$ cat src/rtl/cwt_pkg.sv
package cwt_pkg;
  typedef enum logic [1:0] {
    ST_IDLE   = 2'd0,
    ST_CYCLIC = 2'd1,
    ST_TIMED  = 2'd2,
    ST_HALT   = 2'd3
  } cwt_state_e;
endpackage

$ cat src/rtl/cwt_code_reg.sv
module cwt_code_reg #(
  parameter int CODE_W = 3
) (
  input  logic              clk,
  input  logic              rst,
  input  logic              wr,
  input  logic              sel,
  input  logic [CODE_W-1:0] din,
  output logic [CODE_W-1:0] code_q
);
  always_ff @(posedge clk) begin
    if (rst)            code_q <= '0;
    else if (wr && sel) code_q <= din;
  end
endmodule

$ cat src/rtl/cwt_interval_calc.sv
module cwt_interval_calc #(
  parameter int CODE_W     = 3,
  parameter int STEP_MS    = 20,
  parameter int EXT_FACTOR = 8,
  parameter int CNT_W      = 11
) (
  input  logic [CODE_W-1:0] code,
  input  logic              ext,
  output logic [CNT_W-1:0]  ticks
);
  always_comb begin
    ticks = CNT_W'(int'(code) * STEP_MS * (ext ? EXT_FACTOR : 1));
  end
endmodule

$ cat src/rtl/cwt_tick_counter.sv
module cwt_tick_counter #(
  parameter int CNT_W = 11
) (
  input  logic             clk,
  input  logic             rst,
  input  logic             clr,
  input  logic             run,
  input  logic             tick,
  input  logic [CNT_W-1:0] limit,
  output logic             elapsed
);
  logic [CNT_W-1:0] cnt_q;

  always_comb begin
    elapsed = run && tick && (limit != '0) && (cnt_q == limit - 1'b1);
  end

  always_ff @(posedge clk) begin
    if (rst || clr)        cnt_q <= '0;
    else if (elapsed)      cnt_q <= '0;
    else if (run && tick)  cnt_q <= cnt_q + 1'b1;
  end
endmodule

$ cat src/rtl/cyc_wake_timer.sv
module cyc_wake_timer #(
  parameter int CODE_W     = 3,
  parameter int STEP_MS    = 20,
  parameter int EXT_FACTOR = 8
) (
  input  logic              clk,
  input  logic              rst,
  input  logic              ms_tick,
  input  logic              cfg_wr,
  input  logic              cfg_sel,
  input  logic [CODE_W-1:0] cfg_code,
  input  logic              ext_mul,
  input  logic              lp_enter,
  input  logic              lp_exit,
  input  logic              hs_any_on,
  output logic              sense_pulse,
  output logic              wake_req
);
  import cwt_pkg::*;

  localparam int MAX_TICKS = ((1 << CODE_W) - 1) * STEP_MS * EXT_FACTOR;
  localparam int CNT_W     = $clog2(MAX_TICKS + 1);

  logic [CODE_W-1:0] code_q;
  logic [CNT_W-1:0]  lim_now;
  logic [CNT_W-1:0]  lim_q;
  logic              elapsed;
  logic              start;
  logic              run;
  cwt_state_e        state_q;

  cwt_code_reg #(.CODE_W(CODE_W)) u_code (
    .clk(clk), .rst(rst), .wr(cfg_wr), .sel(cfg_sel),
    .din(cfg_code), .code_q(code_q)
  );

  cwt_interval_calc #(
    .CODE_W(CODE_W), .STEP_MS(STEP_MS), .EXT_FACTOR(EXT_FACTOR), .CNT_W(CNT_W)
  ) u_calc (
    .code(code_q), .ext(ext_mul), .ticks(lim_now)
  );

  always_comb begin
    start = (state_q == ST_IDLE) && lp_enter && !lp_exit;
    run   = ((state_q == ST_CYCLIC) || (state_q == ST_TIMED)) && !lp_exit;
  end

  cwt_tick_counter #(.CNT_W(CNT_W)) u_cnt (
    .clk(clk), .rst(rst), .clr(lp_exit || start), .run(run),
    .tick(ms_tick), .limit(lim_q), .elapsed(elapsed)
  );

  always_ff @(posedge clk) begin
    if (rst) begin
      state_q     <= ST_IDLE;
      lim_q       <= '0;
      sense_pulse <= 1'b0;
      wake_req    <= 1'b0;
    end else begin
      sense_pulse <= (state_q == ST_CYCLIC) && elapsed;
      if (lp_exit) begin
        state_q  <= ST_IDLE;
        wake_req <= 1'b0;
      end else if (start) begin
        lim_q <= lim_now;
        if (lim_now == '0)  state_q <= ST_HALT;
        else if (hs_any_on) state_q <= ST_CYCLIC;
        else                state_q <= ST_TIMED;
      end else if ((state_q == ST_TIMED) && elapsed) begin
        wake_req <= 1'b1;
        state_q  <= ST_HALT;
      end
    end
  end
endmodule

$ cat config.mk
export PLATFORM = sky130hd
export DESIGN_NAME = cyc_wake_timer
export DESIGN_NICKNAME = d
export VERILOG_FILES = /design/src/rtl/cwt_pkg.sv /design/src/rtl/cwt_code_reg.sv /design/src/rtl/cwt_interval_calc.sv /design/src/rtl/cwt_tick_counter.sv /design/src/rtl/cyc_wake_timer.sv
export SDC_FILE = /design/constraint.sdc
export NUM_CORES = 1
export LEC_CHECK = 0
export BUFFER_PORTS_ARGS = -buffer_cell sky130_fd_sc_hd__buf_2
export CAP_MARGIN = 30
export CORE_UTILIZATION = 50
export CTS_BUF_LIST = sky130_fd_sc_hd__clkbuf_4
export DETAILED_ROUTE_END_ITERATION = 16
export PLACE_DENSITY_LB_ADDON = 0.25
export SLEW_MARGIN = 20
export SYNTH_ARGS = -nofsm -noshare
export SYNTH_HDL_FRONTEND = slang
export SYNTH_SLANG_ARGS = --single-unit
$ cat constraint.sdc
create_clock -name clk -period 9.25 [get_ports clk]
set_clock_uncertainty 0.05 [all_clocks]
set_input_delay 0.925 -clock clk [delete_from_list [all_inputs] [get_ports clk]]
set_output_delay 0.925 -clock clk [all_outputs]
set_load 0.01 [all_outputs]
### After elaboration in Yosys (flattened, before gate mapping)

Index checks and enable logic that the tools add are counted.

| storage, ports and cells | value |
|---|---|
| flip-flop bits (word level) | 27 |
| input port bits | 12 |
| output and inout port bits | 2 |

| cells by class | value |
|---|---|
| add/sub/neg operators | 2 |
| $mul | 2 |
| equal/unequal tests | 3 |
| mux-type cells | 5 |
| bitwise gates (word level) | 2 |
| reductions and logical operators | 21 |

Operator list:

| cell | count |
|---|---|
| 30-bit by 32-bit multiplier with 9-bit output | 1 |
| 11-bit by 1-bit adder with 11-bit output (second input constant) | 1 |
| 11-bit == test | 1 |
| 11-bit zero test | 1 |
| 11-bit nonzero test | 1 |
| 11-bit by 1-bit subtractor with 11-bit output (second input constant) | 1 |
| 1-bit logical AND | 9 |
| 2-bit two-way mux | 4 |
| 3-bit by 3-bit multiplier with 6-bit output (second input constant) | 1 |
| 4-bit two-way mux | 1 |
| 2-bit AND reduction | 2 |
| 2-bit OR reduction | 2 |
| 1-bit logical OR | 3 |
| 2-bit by 1-bit == test with 1-bit output (second input constant) | 1 |
| 2-bit == test (second input constant) | 1 |
| 2-bit zero test | 1 |
| 1-bit NOT | 2 |
| 2-bit nonzero test | 1 |
| 1-bit zero test | 1 |

### Longest topological paths before layout

Gate-level depths: netlist (run 1).

| depth | value |
|---|---|
| word-level depth | 9 |
| depth in mapped cells | 14 |
| mapped depth without buffers | 14 |

### Cells and area by module

From an unflattened synthesis (run 1), not the netlist that was laid out.

| second synthesis, totals | value |
|---|---|
| cells, all modules | 238 |
| area total of the unflattened synthesis | 1930.6 µm² |

By module, submodules not included:

| module | times used | cells an instance | area an instance (µm²) | sequential area each (µm²) |
|---|---|---|---|---|
| cwt_tick_counter | 1 | 117 | 900.9 | 220.2 |
| cyc_wake_timer | 1 | 73 | 618.1 | 300.3 |
| cwt_interval_calc | 1 | 36 | 291.5 | 0.0 |
| cwt_code_reg | 1 | 12 | 120.1 | 60.1 |

### Worst setup path after synthesis (run 1)

Ideal clock, no wire load.

| timing | value |
|---|---|
| path type | in2reg |
| start | input port ext_mul |
| end | register state_q[1] |
| arrival time | 2.987 ns |
| path slack | 6.139 ns |
| stages on the path | 11 |
| buffers on the path | 1 |
| cell sequence | clkbuf_1 and2_1 ha_1 ha_1 fa_1 xor2_1 nor4_1 o21ai_0 nor3b_1 o21ai_0 a31oi_1 |

| between the ends | value |
|---|---|
| longest elaborated chain between the ends | 5 |

RTL lines:

| item | line | source |
|---|---|---|
| from (decl) | cyc_wake_timer.sv:12 | `input logic ext_mul,` |
| 4-bit two-way mux | cwt_interval_calc.sv:12 | `ticks = CNT_W'(int'(code) * STEP_MS * (ext ? EXT_FACTOR : 1));` |
| 30-bit by 32-bit multiplier with 9-bit output | cwt_interval_calc.sv:12 |  |
| 11-bit zero test | cyc_wake_timer.sv:66 | `if (lim_now == '0) state_q <= ST_HALT;` |
| 2-bit two-way mux | cyc_wake_timer.sv:66 |  |
| 2-bit two-way mux | cyc_wake_timer.sv:64 | `end else if (start) begin` |
| to (signal assigned) | cyc_wake_timer.sv:66 |  |
| to (signal assigned) | cyc_wake_timer.sv:67 | `else if (hs_any_on) state_q <= ST_CYCLIC;` |
| to (signal assigned) | cyc_wake_timer.sv:68 | `else state_q <= ST_TIMED;` |
| to (decl) | cyc_wake_timer.sv:30 | `cwt_state_e state_q;` |

Every way passes these cells.
A chain may end at the register's enable or synchronous reset.

### Worst setup path in the final report (run 1)

| timing | value |
|---|---|
| start | register u_code.code_q[0] |
| end | register state_q[1] |

| between the ends | value |
|---|---|
| longest elaborated chain between the ends | 5 |

RTL lines:

| item | line | source |
|---|---|---|
| from (decl) | cwt_code_reg.sv:9 | `output logic [CODE_W-1:0] code_q` |
| from (signal assigned) | cwt_code_reg.sv:13 | `else if (wr && sel) code_q <= din;` |
| 3-bit by 3-bit multiplier with 6-bit output | cwt_interval_calc.sv:12 |  |
| 30-bit by 32-bit multiplier with 9-bit output | cwt_interval_calc.sv:12 |  |
| 11-bit zero test | cyc_wake_timer.sv:66 |  |
| 2-bit two-way mux | cyc_wake_timer.sv:66 |  |
| 2-bit two-way mux | cyc_wake_timer.sv:64 |  |

Every way passes these cells.

==> summary.md, run 1 <==
| Metric | Value |
|---|---|
| Number of gates resized after CTS | 0 |
| Number of ports placed on the die boundary | 14 |
| Highest fanout seen on the critical path | 5 |
| Period minus WS final | 3.28 ns |
| Buffer cell driving the clock tree root | sky130_fd_sc_hd__clkbuf_4 |
| Count of input and output buffers | 13 |
| Final HPWL from detailed placement | 2560 um |
| Outcome | completed |
| Final setup violation count | 0 |
| Post-synthesis to final-layout area growth | 7.10% |
| Transition time at the pin with the least slew margin | 0.767 ns |
| ANT nets after route | 0 |
| Cell chain of the critical path | ha_1 -> ha_1 -> ha_1 -> inv_1 -> nor2_1 -> ha_1 -> ha_1 -> fa_1 -> xor2_1 -> nor4_1 -> o21ai_0 -> nor3b_1 -> o21ai_0 -> a31oi_1 |
| Register-to-register setup slack | 5.97 ns |
| Yosys warning total | 0 |
| Syn Std Cell Area | 1710 sq um |
| R2R Path Start | u_code.code_q[0] |
| Worst ir drop on vdd | 0.0689 mV |
| Mean routed wirelength per cell | 12.4 um |
| Final sum of negative setup slack | 0 ns |
| TritonCTS clock tree | done |
| Distinct cell type count after synthesis | 43 |
| Total clock buffers created by CTS | 3 |
| Die Width | 60.5 um |
| Vias | 1,446 |
| Crit path top cell by count | sky130_fd_sc_hd__ha_1 |
| Number of nets at the end of the flow | 247 |
| Met1 track demand over resource in global routing | 29.8% |
| Critical Path Max Stage Delay | 0.40 ns |
| Post-Synthesis Mean Instance Area | 8.26 sq um |
| Number of buffers between clock root and the deepest sink | 2 |
| Via density | 5.52 |
| Met3 capacity usage during global routing | 1.92% |
| Power density over the cells | 108 nW/um^2 |
| Layout cell share with drive strength beyond 1 | 10.1% |
| Area of the die | 3660 sq um |
| Slowest stage cell, crit path | sky130_fd_sc_hd__fa_1 |
| Number of antenna violations at the first check in global routing | 0 |
| Total Wirelength | 3240 um |
| Most frequent cells in the layout | 27 x sky130_fd_sc_hd__dfxtp_1, 26 x sky130_fd_sc_hd__nand2_1, 24 x sky130_fd_sc_hd__nor2_1 |
| Post-route DRC violation count | 0 |
| Highest-utilization routing layer at the global route stage | met2 |
| Leak | 0.743 nW |
| Area inside the core boundary | 3150 sq um |
| Reg-to-Reg End | state_q[1] |
| # diodes | 0 |
| Number of enable flip-flop cells after synthesis | 0 |
| Area contributors post-synth | sky130_fd_sc_hd__dfxtp_1 32%, sky130_fd_sc_hd__ha_1 11%, sky130_fd_sc_hd__xor2_1 6.7%, sky130_fd_sc_hd__nand2_1 5.7%, sky130_fd_sc_hd__nor2_1 5.3% |
| Crit Path Class | reg -> reg |
| Initial core utilization | 54.2% |
| Reg2reg path depth | 14 |
| Largest net degree at the start of global routing | 16 |
| Synthesized flop and latch total | 27 |
| Placer's final routability congestion estimate | 0.856 |
| Data arrival at the endpoint of the critical path | 3.49 ns |
| Number of buffers inserted by hold repair at cts | 0 |
| CTS HTree Levels | 1 |
| Kind of capture point of the worst setup path | register |
| Commonest non-fill, non-tap cell in the layout | sky130_fd_sc_hd__dfxtp_1 |
| Row cnt | 20 |
| Sequential area share after synthesis | 31.6% |
| Starting DRT DRC Count | 31 |
| Hold worst-path end | wake_req |
| # Post-CTS Setup Buffers | 0 |
| Count of pins over their slew limit | 0 |
| Final period utilization | 35.5% |
| Tightest hold margin | 0.412 ns |
| Worst endpoint required time | 9.46 ns |
| Final count of hold timing violations | 0 |
| Clock transition at path regs | 0.14 ns |
| Detailed-routing iteration count for the pre-antenna-repair pass | 4 |
| Number of inserted filler cells in the final layout | 331 |
| Worst min-delay path startpoint | wake_req |
| Sum of buffers and inverters on the critical path | 1 |
| Area leader, netlist | sky130_fd_sc_hd__dfxtp_1 |
| Setup repair after global routing missed its margin | no |
| First-pass GRT wire length | 5540 um |
| Clock insertion delay at the later pin of the skew report | 0.32 ns |
| Number of global-route vias before repair | 1,273 |
| Net Count, Synth | 235 |
| Primary FF master, synth | sky130_fd_sc_hd__dfxtp_1 |
| Global-route total usage across every layer | 20.0% |
| Met2 usage | 30.1% |
| Post-synth top area share | 31.6% |
| Family of cells with the greatest summed delay on the critical path | adder cells |
| Max Cap Violations | 0 |
| Clock net sink count | 27 |
| Critical Path Source Type | register |
| Die H | 60.5 um |
| Fraction of registers with async set/reset | 0% |
| Post-Synthesis Cells | 207 |
| Min-Delay Path Depth | 2 |
| Max_slew headroom | 48.8% |
| Total congestion overflow after global routing | 0 |
| Classification of the worst-slack hold path | reg -> reg |
| Achievable frequency | 0.305 GHz |
[report_power, final]
part	switching, mW	total, mW	internal (mW)
clock	0.0345	0.0507	0.0162
sequential	0.00224	0.120	0.118
combinational	0.0149	0.0260	0.0111
[final cells by class]
class | count | area [sq um] | share of cell area (%)
Sequential cell | 27 | 541 | 29.5
Tap cell | 44 | 55.1 | 3.01
Multi-Input combinational cell | 167 | 1120 | 61.0
Clock inverter | 1 | 5.00 | 0.273
Timing Repair Buffer | 13 | 65.1 | 3.55
Inverter | 7 | 26.3 | 1.44
Clock buffer | 3 | 22.5 | 1.23
[worst max path at each step]
stage	startpoint	end	cells past startpoint
floorplan	ext_mul	state_q[1]	11
global placement	ext_mul	state_q[1]	11
detailed placement	ext_mul	state_q[1]	11
CTS	u_code.code_q[0]	state_q[1]	14
global route	u_code.code_q[0]	state_q[1]	14
finish	u_code.code_q[0]	state_q[1]	14
[cell families (layout without fill, tap and decap cells)]
logic type      Yosys count  in the layout  synth area share, %
simple gates             93             93                 28.0
compound gates           34             34                 12.3
flops                    27             27                 31.6
xor+xnor                 23             23                 12.2
fa+ha+maj                16             16                 12.2
buf+inv                  13             24                 3.07
mux                       1              1                0.586
[synth_stat cells (3+ instances only)]
cell type                   n
sky130_fd_sc_hd__clkbuf_1   3
sky130_fd_sc_hd__xnor2_1    9
sky130_fd_sc_hd__nor2b_1    3
sky130_fd_sc_hd__a31oi_1    3
sky130_fd_sc_hd__xor2_1    13
sky130_fd_sc_hd__inv_1      7
sky130_fd_sc_hd__nand3b_1   3
sky130_fd_sc_hd__and2_1     4
sky130_fd_sc_hd__nand2_1   26
sky130_fd_sc_hd__buf_2      3
sky130_fd_sc_hd__nand3_1   10
sky130_fd_sc_hd__nor2_1    24
sky130_fd_sc_hd__nor3_1     7
sky130_fd_sc_hd__o21ai_0    3
sky130_fd_sc_hd__dfxtp_1   27
sky130_fd_sc_hd__a21o_1     3
sky130_fd_sc_hd__a21oi_1   14
sky130_fd_sc_hd__nand4_1    3
sky130_fd_sc_hd__ha_1      15
[state kept, by name (all words and copies together), names as in the netlist]
register and flops:
wake_req 1, u_code.code_q 3, sense_pulse 1, lim_q 9
state_q 2, u_cnt.cnt_q 11
[tightest hold or removal path, cell delays in order (launching register included)]
cell and delay, ns:
sky130_fd_sc_hd__dfxtp_1 0.33, sky130_fd_sc_hd__nand2_1 0.05, sky130_fd_sc_hd__o21ai_1 0.05
[per-stage QoR]
stage	setup slack [ns]	total power [mW]	util, %	instances	instance area [sq um]
2_1_floorplan	6.14	0.141	-	207	1710
3_3_place_gp	5.94	0.148	57.2	258	1800
3_5_place_dp	5.86	0.149	57.2	258	1800
4_1_cts	5.93	0.199	58.1	262	1830
5_1_grt	5.74	0.208	58.1	262	1830
6_report	5.97	0.197	58.1	262	1830
[layer usage]
layer | vias to the layer above | share of wire, %
met3 | 2 | 3.2
met4 | 0 | 0.46
met1 | 677 | 53
li1 | 740 | -
met5 | - | 0
met2 | 27 | 44
(Power assumes the default switching activity.)
==> run 2, diff against run 1 <==
ABC_AREA = 1   (was not set)
clock period = 3.2 ns   (was 9.25 ns; I/O delays follow)
==> summary.md, run 2 <==
| Metric | Value |
|---|---|
| Outcome | completed (unchanged) |
| Die H | 63.1 um (was 60.5 um) |
| R2R Path Start | u_code.code_q[0] (unchanged) |
| Reg2reg path depth | 17 (was 14) |
| Hold worst-path end | u_code.code_q[2] (was wake_req) |
| Worst min-delay path startpoint | cfg_code[2] (was wake_req) |
| Number of buffers between clock root and the deepest sink | 2 (unchanged) |
| Data arrival at the endpoint of the critical path | 3.21 ns (was 3.49 ns) |
| Final HPWL from detailed placement | 2780 um (was 2560 um) |
| Number of buffers inserted by hold repair at cts | 0 (unchanged) |
| Transition time at the pin with the least slew margin | 0.448 ns (was 0.767 ns) |
| Worst endpoint required time | 3.45 ns (was 9.46 ns) |
| Number of global-route vias before repair | 1,477 (was 1,273) |
| Final sum of negative setup slack | 0 ns (unchanged) |
| Post-route DRC violation count | 0 (unchanged) |
| Count of input and output buffers | 13 (unchanged) |
| Primary FF master, synth | sky130_fd_sc_hd__dfxtp_1 (unchanged) |
| Post-Synthesis Mean Instance Area | 6.83 sq um (was 8.26 sq um) |
| Sequential area share after synthesis | 29.0% (was 31.6%) |
| Global-route total usage across every layer | 19.4% (was 20.0%) |
| First-pass GRT wire length | 6160 um (was 5540 um) |
| Number of gates resized after CTS | 0 (unchanged) |
| Highest fanout seen on the critical path | 3 (was 5) |
| Via density | 4.88 (was 5.52) |
| Area contributors post-synth | sky130_fd_sc_hd__dfxtp_1 29%, sky130_fd_sc_hd__nand2_1 12%, sky130_fd_sc_hd__ha_1 10%, sky130_fd_sc_hd__inv_1 9.9%, sky130_fd_sc_hd__nor2_1 9.7% (was sky130_fd_sc_hd__dfxtp_1 32%, sky130_fd_sc_hd__ha_1 11%, sky130_fd_sc_hd__xor2_1 6.7%, sky130_fd_sc_hd__nand2_1 5.7%, sky130_fd_sc_hd__nor2_1 5.3%) |
| Leak | 0.970 nW (was 0.743 nW) |
| Min-Delay Path Depth | 3 (was 2) |
| Net Count, Synth | 301 (was 235) |
| Area inside the core boundary | 3440 sq um (was 3150 sq um) |
| ANT nets after route | 0 (unchanged) |
| Total congestion overflow after global routing | 0 (unchanged) |
| Number of flip-flops under the largest register name | 11 (unchanged) |
| Die Width | 63.1 um (was 60.5 um) |
| Fraction of registers with async set/reset | 0% (unchanged) |
| Distinct cell type count after synthesis | 28 (was 43) |
| Leading registers by flop count | u_cnt.cnt_q x11, lim_q x9, u_code.code_q x3 (unchanged) |
| Syn Std Cell Area | 1870 sq um (was 1710 sq um) |
| Row cnt | 21 (was 20) |
| Final count of hold timing violations | 0 (unchanged) |
| Clock transition at path regs | 0.16 ns (was 0.14 ns) |
| Classification of the worst-slack hold path | in -> reg (was reg -> reg) |
| Reg-to-Reg End | state_q[1] (unchanged) |
| Top cells by instance count after synthesis | 58 x sky130_fd_sc_hd__nand2_1, 49 x sky130_fd_sc_hd__inv_1, 48 x sky130_fd_sc_hd__nor2_1 (was 27 x sky130_fd_sc_hd__dfxtp_1, 26 x sky130_fd_sc_hd__nand2_1, 24 x sky130_fd_sc_hd__nor2_1) |
| Count of pins over their slew limit | 0 (unchanged) |
| Area leader, netlist | sky130_fd_sc_hd__dfxtp_1 (unchanged) |
| Total Wirelength | 3450 um (was 3240 um) |
| Share of the core filled with cells in the final layout | 58.2% (was 58.1%) |
| # Post-CTS Setup Buffers | 0 (unchanged) |
| Worst ir drop on vdd | 0.252 mV (was 0.0689 mV) |
| Total clock buffers created by CTS | 3 (unchanged) |
| Number of nets at the end of the flow | 315 (was 247) |
| Mean routed wirelength per cell | 10.4 um (was 12.4 um) |
| Yosys warning total | 0 (unchanged) |
| Layout cell share with drive strength beyond 1 | 11.2% (was 10.1%) |
| Top register by number of flip-flops | u_cnt.cnt_q (unchanged) |
| Placer's final routability congestion estimate | 0.854 (was 0.856) |
| Vias | 1,620 (was 1,446) |
| Overall power of the completed layout | 0.658 mW (was 0.197 mW) |
| Largest net degree at the start of global routing | 19 (was 16) |
| # diodes | 0 (unchanged) |
| Area of the die | 3980 sq um (was 3660 sq um) |
| Achievable frequency | 0.338 GHz (was 0.305 GHz) |
| Buffer cell driving the clock tree root | sky130_fd_sc_hd__clkbuf_4 (unchanged) |
| Clock net sink count | 27 (unchanged) |
| Detailed-routing iteration count for the pre-antenna-repair pass | 4 (unchanged) |
| Setup repair after global routing missed its margin | no (unchanged) |
| Most frequent cells in the layout | 58 x sky130_fd_sc_hd__nand2_1, 49 x sky130_fd_sc_hd__inv_1, 48 x sky130_fd_sc_hd__nor2_1 (was 27 x sky130_fd_sc_hd__dfxtp_1, 26 x sky130_fd_sc_hd__nand2_1, 24 x sky130_fd_sc_hd__nor2_1) |
| Initial core utilization | 54.2% (about the same) |
| CTS HTree Levels | 1 (unchanged) |
| Final setup violation count | 0 (unchanged) |
| Post-synth top area share | 29.0% (was 31.6%) |
| Post-synthesis to final-layout area growth | 7.38% (was 7.10%) |
| Kind of capture point of the worst setup path | register (unchanged) |
| Starting DRT DRC Count | 71 (was 31) |
| Power density over the cells | 329 nW/um^2 (was 108 nW/um^2) |
| Post-Synthesis Cells | 273 (was 207) |
| TritonCTS clock tree | done (unchanged) |
| Crit Path Class | reg -> reg (unchanged) |
| Max Cap Violations | 0 (unchanged) |
| Final period utilization | 92.4% (was 35.5%) |
| Number of ports placed on the die boundary | 14 (unchanged) |
| Register-to-register setup slack | 0.24 ns (was 5.97 ns) |
| Period minus WS final | 2.96 ns (was 3.28 ns) |
| Critical Path Source Type | register (unchanged) |
| Number of enable flip-flop cells after synthesis | 0 (unchanged) |
| Max_slew headroom | 70.0% (was 48.8%) |
| Commonest non-fill, non-tap cell in the layout | sky130_fd_sc_hd__nand2_1 (was sky130_fd_sc_hd__dfxtp_1) |
| Number of antenna violations at the first check in global routing | 0 (unchanged) |
| Clock insertion delay at the later pin of the skew report | 0.34 ns (was 0.32 ns) |
| Synthesized flop and latch total | 27 (unchanged) |
| Number of inserted filler cells in the final layout | 348 (was 331) |
| Most frequently used cell type in the post-synthesis netlist | sky130_fd_sc_hd__nand2_1 (was sky130_fd_sc_hd__dfxtp_1) |
run 2: cell types whose count changed after synthesis, sizes merged, moves of 4 or more:
cell / change
and2: -4
xnor2: -7
nor3: -5
a211oi: +8
inv: +44
nand2: +32
nor2: +28
a21oi: -5
run 2: layout make-up:
class	count	area [sq um]	area share (%)
tap	46	57.6	2.87
sequential	27	542	27.0
multi-input combinational	191	1120	55.8
inverter	51	191	9.56
clock buffer	3	22.5	1.12
timing repair buffer	13	65.1	3.25
clock inverter	1	7.51	0.375
run 2: per-layer routing:
layer | global-route usage, % | up-vias | share of wire, %
met5 | 0 | - | 0
met4 | 7.27 | 0 | 1.8
met3 | 3.80 | 6 | 2.3
met2 | 32.3 | 21 | 44
met1 | 24.6 | 716 | 52
li1 | - | 877 | -
run 2: worst max-delay path by stage:
stage | start | endpoint | slack (ns) | cells past startpoint
2_1_floorplan | u_code.code_q[0] | state_q[1] | 0.46 | 17
3_3_place_gp | u_code.code_q[0] | state_q[1] | 0.36 | 17
3_5_place_dp | u_code.code_q[0] | state_q[1] | 0.28 | 17
4_1_cts | u_code.code_q[0] | state_q[1] | 0.24 | 17
5_1_grt | u_code.code_q[0] | state_q[1] | 0.0001 | 17
6_report | u_code.code_q[0] | state_q[1] | 0.24 | 17
run 2: kinds of logic after synthesis:
logic type,after synthesis,share of synthesized area [%]
compound gates,27,9.05
xor+xnor,15,8.58
fa+ha+maj,16,11.1
buf+inv,55,11.5
flops,27,29.0
simple gates,133,30.7
run 2: worst max-delay path, stage by stage, from the launching register on:
cell and delay, ns:
sky130_fd_sc_hd__dfxtp_1 0.35, sky130_fd_sc_hd__ha_1 0.19, sky130_fd_sc_hd__ha_1 0.17, sky130_fd_sc_hd__ha_1 0.28, sky130_fd_sc_hd__inv_1 0.06, sky130_fd_sc_hd__nor2_1 0.04, sky130_fd_sc_hd__ha_1 0.30, sky130_fd_sc_hd__ha_1 0.23
sky130_fd_sc_hd__fa_1 0.39, sky130_fd_sc_hd__nand2_1 0.07, sky130_fd_sc_hd__inv_1 0.05, sky130_fd_sc_hd__o21bai_2 0.16, sky130_fd_sc_hd__nand2_1 0.08, sky130_fd_sc_hd__o21ai_2 0.07, sky130_fd_sc_hd__nand4_1 0.14, sky130_fd_sc_hd__a31oi_1 0.16
sky130_fd_sc_hd__nand2_1 0.06, sky130_fd_sc_hd__inv_1 0.04
run 2: power breakdown:
group	internal (mW)	total [mW]	switching (mW)
Sequential	0.348	0.358	0.00987
Clock	0.0479	0.157	0.109
Combinational	0.0569	0.144	0.0867
Total	0.453	0.658	0.206
run 2: per-stage QoR:
step                      instance area [sq um]  hold slack, ns  setup WS, ns  instances
after floorplan                            1870           0.348         0.461        273
after global placement                     1960           0.389         0.364        328
after detailed placement                   1960           0.391         0.277        328
after CTS                                  1990           0.158         0.244        332
after global routing                       2000           0.165      0.000136        332
final                                      2000           0.154         0.243        332
==> run 3, diff against run 2 <==
ABC_AREA = not set   (was 1)
==> summary.md, run 3 (synthesis gave the netlist of run 1 again) <==
| Metric | Value |
|---|---|
| Initial core utilization | 54.2% (about the same) |
| Total congestion overflow after global routing | 0 (unchanged) |
| Clock insertion delay at the later pin of the skew report | 0.34 ns (about the same) |
| Starting DRT DRC Count | 91 (was 71) |
| Leak | 0.751 nW (was 0.970 nW) |
| Vias | 1,443 (was 1,620) |
| Clk network pwr share | 27.4% (was 23.8%) |
| Clock transition at path regs | 0.16 ns (about the same) |
| Final count of hold timing violations | 0 (unchanged) |
| Clock net sink count | 27 (unchanged) |
| Number of buffers inserted by hold repair at cts | 0 (unchanged) |
| Detailed-routing iteration count for the pre-antenna-repair pass | 4 (unchanged) |
| Max Cap Violations | 0 (unchanged) |
| Fraction of power spent switching nets | 27.4% (was 31.2%) |
| Final HPWL from detailed placement | 2580 um (was 2780 um) |
| Row cnt | 20 (was 21) |
| Number of global-route vias before repair | 1,292 (was 1,477) |
| First-pass GRT wire length | 5790 um (was 6160 um) |
| Post-route DRC violation count | 0 (unchanged) |
| Crit Path Class | reg -> reg (unchanged) |
| Part of the power in registers | 58.8% (was 54.3%) |
| Layout cell share with drive strength beyond 1 | 15.4% (was 11.2%) |
| Area inside the core boundary | 3150 sq um (was 3440 sq um) |
| # diodes | 0 (unchanged) |
| Placed instance area | 1820 sq um (was 1960 sq um) |
| Number of ports placed on the die boundary | 14 (unchanged) |
| Achievable frequency | 0.336 GHz (was 0.338 GHz) |
| Total Wirelength | 3410 um (was 3450 um) |
| Outcome | completed (unchanged) |
| CTS HTree Levels | 1 (unchanged) |
| Comb pwr share | 13.7% (was 21.8%) |
| Internal power component | 0.428 mW (was 0.453 mW) |
| Critical Path Max Stage Delay | 0.38 ns (was 0.39 ns) |
| Slowest stage cell, crit path | sky130_fd_sc_hd__dfxtp_4 (was sky130_fd_sc_hd__fa_1) |
| Number of standard cells in the final layout excluding fillers | 265 (was 332) |
| Placer's final routability congestion estimate | 0.856 (was 0.854) |
| Commonest non-fill, non-tap cell in the layout | sky130_fd_sc_hd__nand2_1 (unchanged) |
| Cell chain of the critical path | ha_1 -> ha_2 -> ha_4 -> inv_2 -> nor2_2 -> ha_1 -> ha_2 -> fa_2 -> xor2_1 -> nor4_1 -> o21ai_1 -> nor3b_2 -> o31ai_1 -> a31oi_1 (was ha_1 -> ha_1 -> ha_1 -> inv_1 -> nor2_1 -> ha_1 -> ha_1 -> fa_1 -> nand2_1 -> inv_1 -> o21bai_2 -> nand2_1 -> o21ai_2 -> nand4_1 -> a31oi_1 -> nand2_1 -> inv_1) |
| Summed area of non-filler cells in the final layout | 1890 sq um (was 2000 sq um) |
| Power density over the cells | 312 nW/um^2 (was 329 nW/um^2) |
| Classification of the worst-slack hold path | in -> reg (unchanged) |
| Most frequent cells in the layout | 26 x sky130_fd_sc_hd__nand2_1, 25 x sky130_fd_sc_hd__dfxtp_1, 23 x sky130_fd_sc_hd__nor2_1 (was 58 x sky130_fd_sc_hd__nand2_1, 49 x sky130_fd_sc_hd__inv_1, 48 x sky130_fd_sc_hd__nor2_1) |
| Total placed cells including tap cells | 260 (was 328) |
| Number of antenna violations at the first check in global routing | 0 (unchanged) |
| Highest fanout seen on the critical path | 3 (unchanged) |
| Number of inserted filler cells in the final layout | 313 (was 348) |
| Count of input and output buffers | 13 (unchanged) |
| Transition time at the pin with the least slew margin | 0.554 ns (was 0.448 ns) |
| Number of nets at the end of the flow | 250 (was 315) |
| Number of flip-flops under the largest register name | 11 (unchanged) |
| Power dissipated by switching net loads | 0.162 mW (was 0.206 mW) |
| Critical Path Source Type | register (unchanged) |
| Top register by number of flip-flops | u_cnt.cnt_q (unchanged) |
| Global-route total usage across every layer | 21.0% (was 19.4%) |
| Post-synthesis to final-layout area growth | 10.5% (was 7.38%) |
| TritonCTS clock tree | done (unchanged) |
| Count of pins over their slew limit | 0 (unchanged) |
| Area of the die | 3660 sq um (was 3980 sq um) |
| Max_slew headroom | 62.9% (was 70.0%) |
| Buffer cell driving the clock tree root | sky130_fd_sc_hd__clkbuf_4 (unchanged) |
| Final setup violation count | 0 (unchanged) |
| Data arrival at the endpoint of the critical path | 3.21 ns (about the same) |
| Mean routed wirelength per cell | 12.8 um (was 10.4 um) |
| Die H | 60.5 um (was 63.1 um) |
| Final period utilization | 92.9% (was 92.4%) |
| Largest net degree at the start of global routing | 18 (was 19) |
| Die Width | 60.5 um (was 63.1 um) |
| Worst ir drop on vdd | 0.258 mV (was 0.252 mV) |
| Kind of capture point of the worst setup path | register (unchanged) |
| Via density | 5.45 (was 4.88) |
| ANT nets after route | 0 (unchanged) |
| Period minus WS final | 2.97 ns (was 2.96 ns) |
| Total clock buffers created by CTS | 3 (unchanged) |
| Worst endpoint required time | 3.44 ns (was 3.45 ns) |
| Number of buffers between clock root and the deepest sink | 2 (unchanged) |
| Leading registers by flop count | u_cnt.cnt_q x11, lim_q x9, u_code.code_q x3 (unchanged) |
[run 3: repair_timing]
item                       CTS  global route
setup buffers                0             1
setup endpoints to repair    0             2
resized for setup            0            13
[run 3: power by group through the flow]
| stage | Sequential (mW) | Combinational, mW | Clock (mW) |
|---|---|---|---|
| floorplan | 0.353 | 0.0549 | 0 |
| global placement | 0.354 | 0.0762 | 0 |
| detailed placement | 0.354 | 0.0764 | 0 |
| CTS | 0.347 | 0.0772 | 0.169 |
| global route | 0.348 | 0.0919 | 0.180 |
| finish | 0.347 | 0.0810 | 0.162 |
[run 3: path summary, 6_finish.rpt]
| path | end | slack [ns] | startpoint | depth (start not counted) |
|---|---|---|---|---|
| hold reg to reg | wake_req | 0.42 | wake_req | 2 |
| setup reg to reg | state_q[0] | 0.23 | u_code.code_q[2] | 14 |
| hold / removal | u_code.code_q[0] | 0.15 | cfg_code[0] | 3 |
| setup / recovery | state_q[0] | 0.23 | u_code.code_q[2] | 14 |
[run 3: cell type report]
type / count / area, sq um / share of cell area, %
Clock inverter: 1 / 8.76 / 0.464
Timing Repair Buffer: 16 / 87.6 / 4.64
Multi-Input combinational cell: 167 / 1140 / 60.5
Inverter: 7 / 26.3 / 1.39
Sequential cell: 27 / 546 / 28.9
Clock buffer: 3 / 22.5 / 1.19
Tap cell: 44 / 55.1 / 2.91
[run 3: through the flow]
step	hold WS, ns	setup TNS [ns]	utilization, %	setup WS, ns	total power [mW]
after global placement	0.395	0	57.7	0.102	0.430
after global routing	0.150	-0.0249	59.9	-0.0249	0.620
final	0.152	0	59.9	0.227	0.590
after detailed placement	0.390	0	57.7	0.0433	0.431
after CTS	0.153	0	58.7	0.00571	0.593
after floorplan	0.339	0	-	0.215	0.408
[run 3: worst max-delay path: cells and delay by family (launching register included)]
| family | cells | cell delay [ns] |
|---|---|---|
| xor+xnor | 1 | 0.18 |
| fa+ha+maj | 6 | 1.41 |
| simple gates | 3 | 0.53 |
| flops | 1 | 0.38 |
| compound gates | 3 | 0.35 |
| buf+inv | 1 | 0.04 |
[run 3: metal layers]
metal  GRT usage (%)  share of wire [%]  vias up
li1                -                  -      751
met1            31.1                 50      660
met2            31.2                 44       26
met3            3.84                4.2        6
met4            5.84                1.4        0
met5               0                  0        -
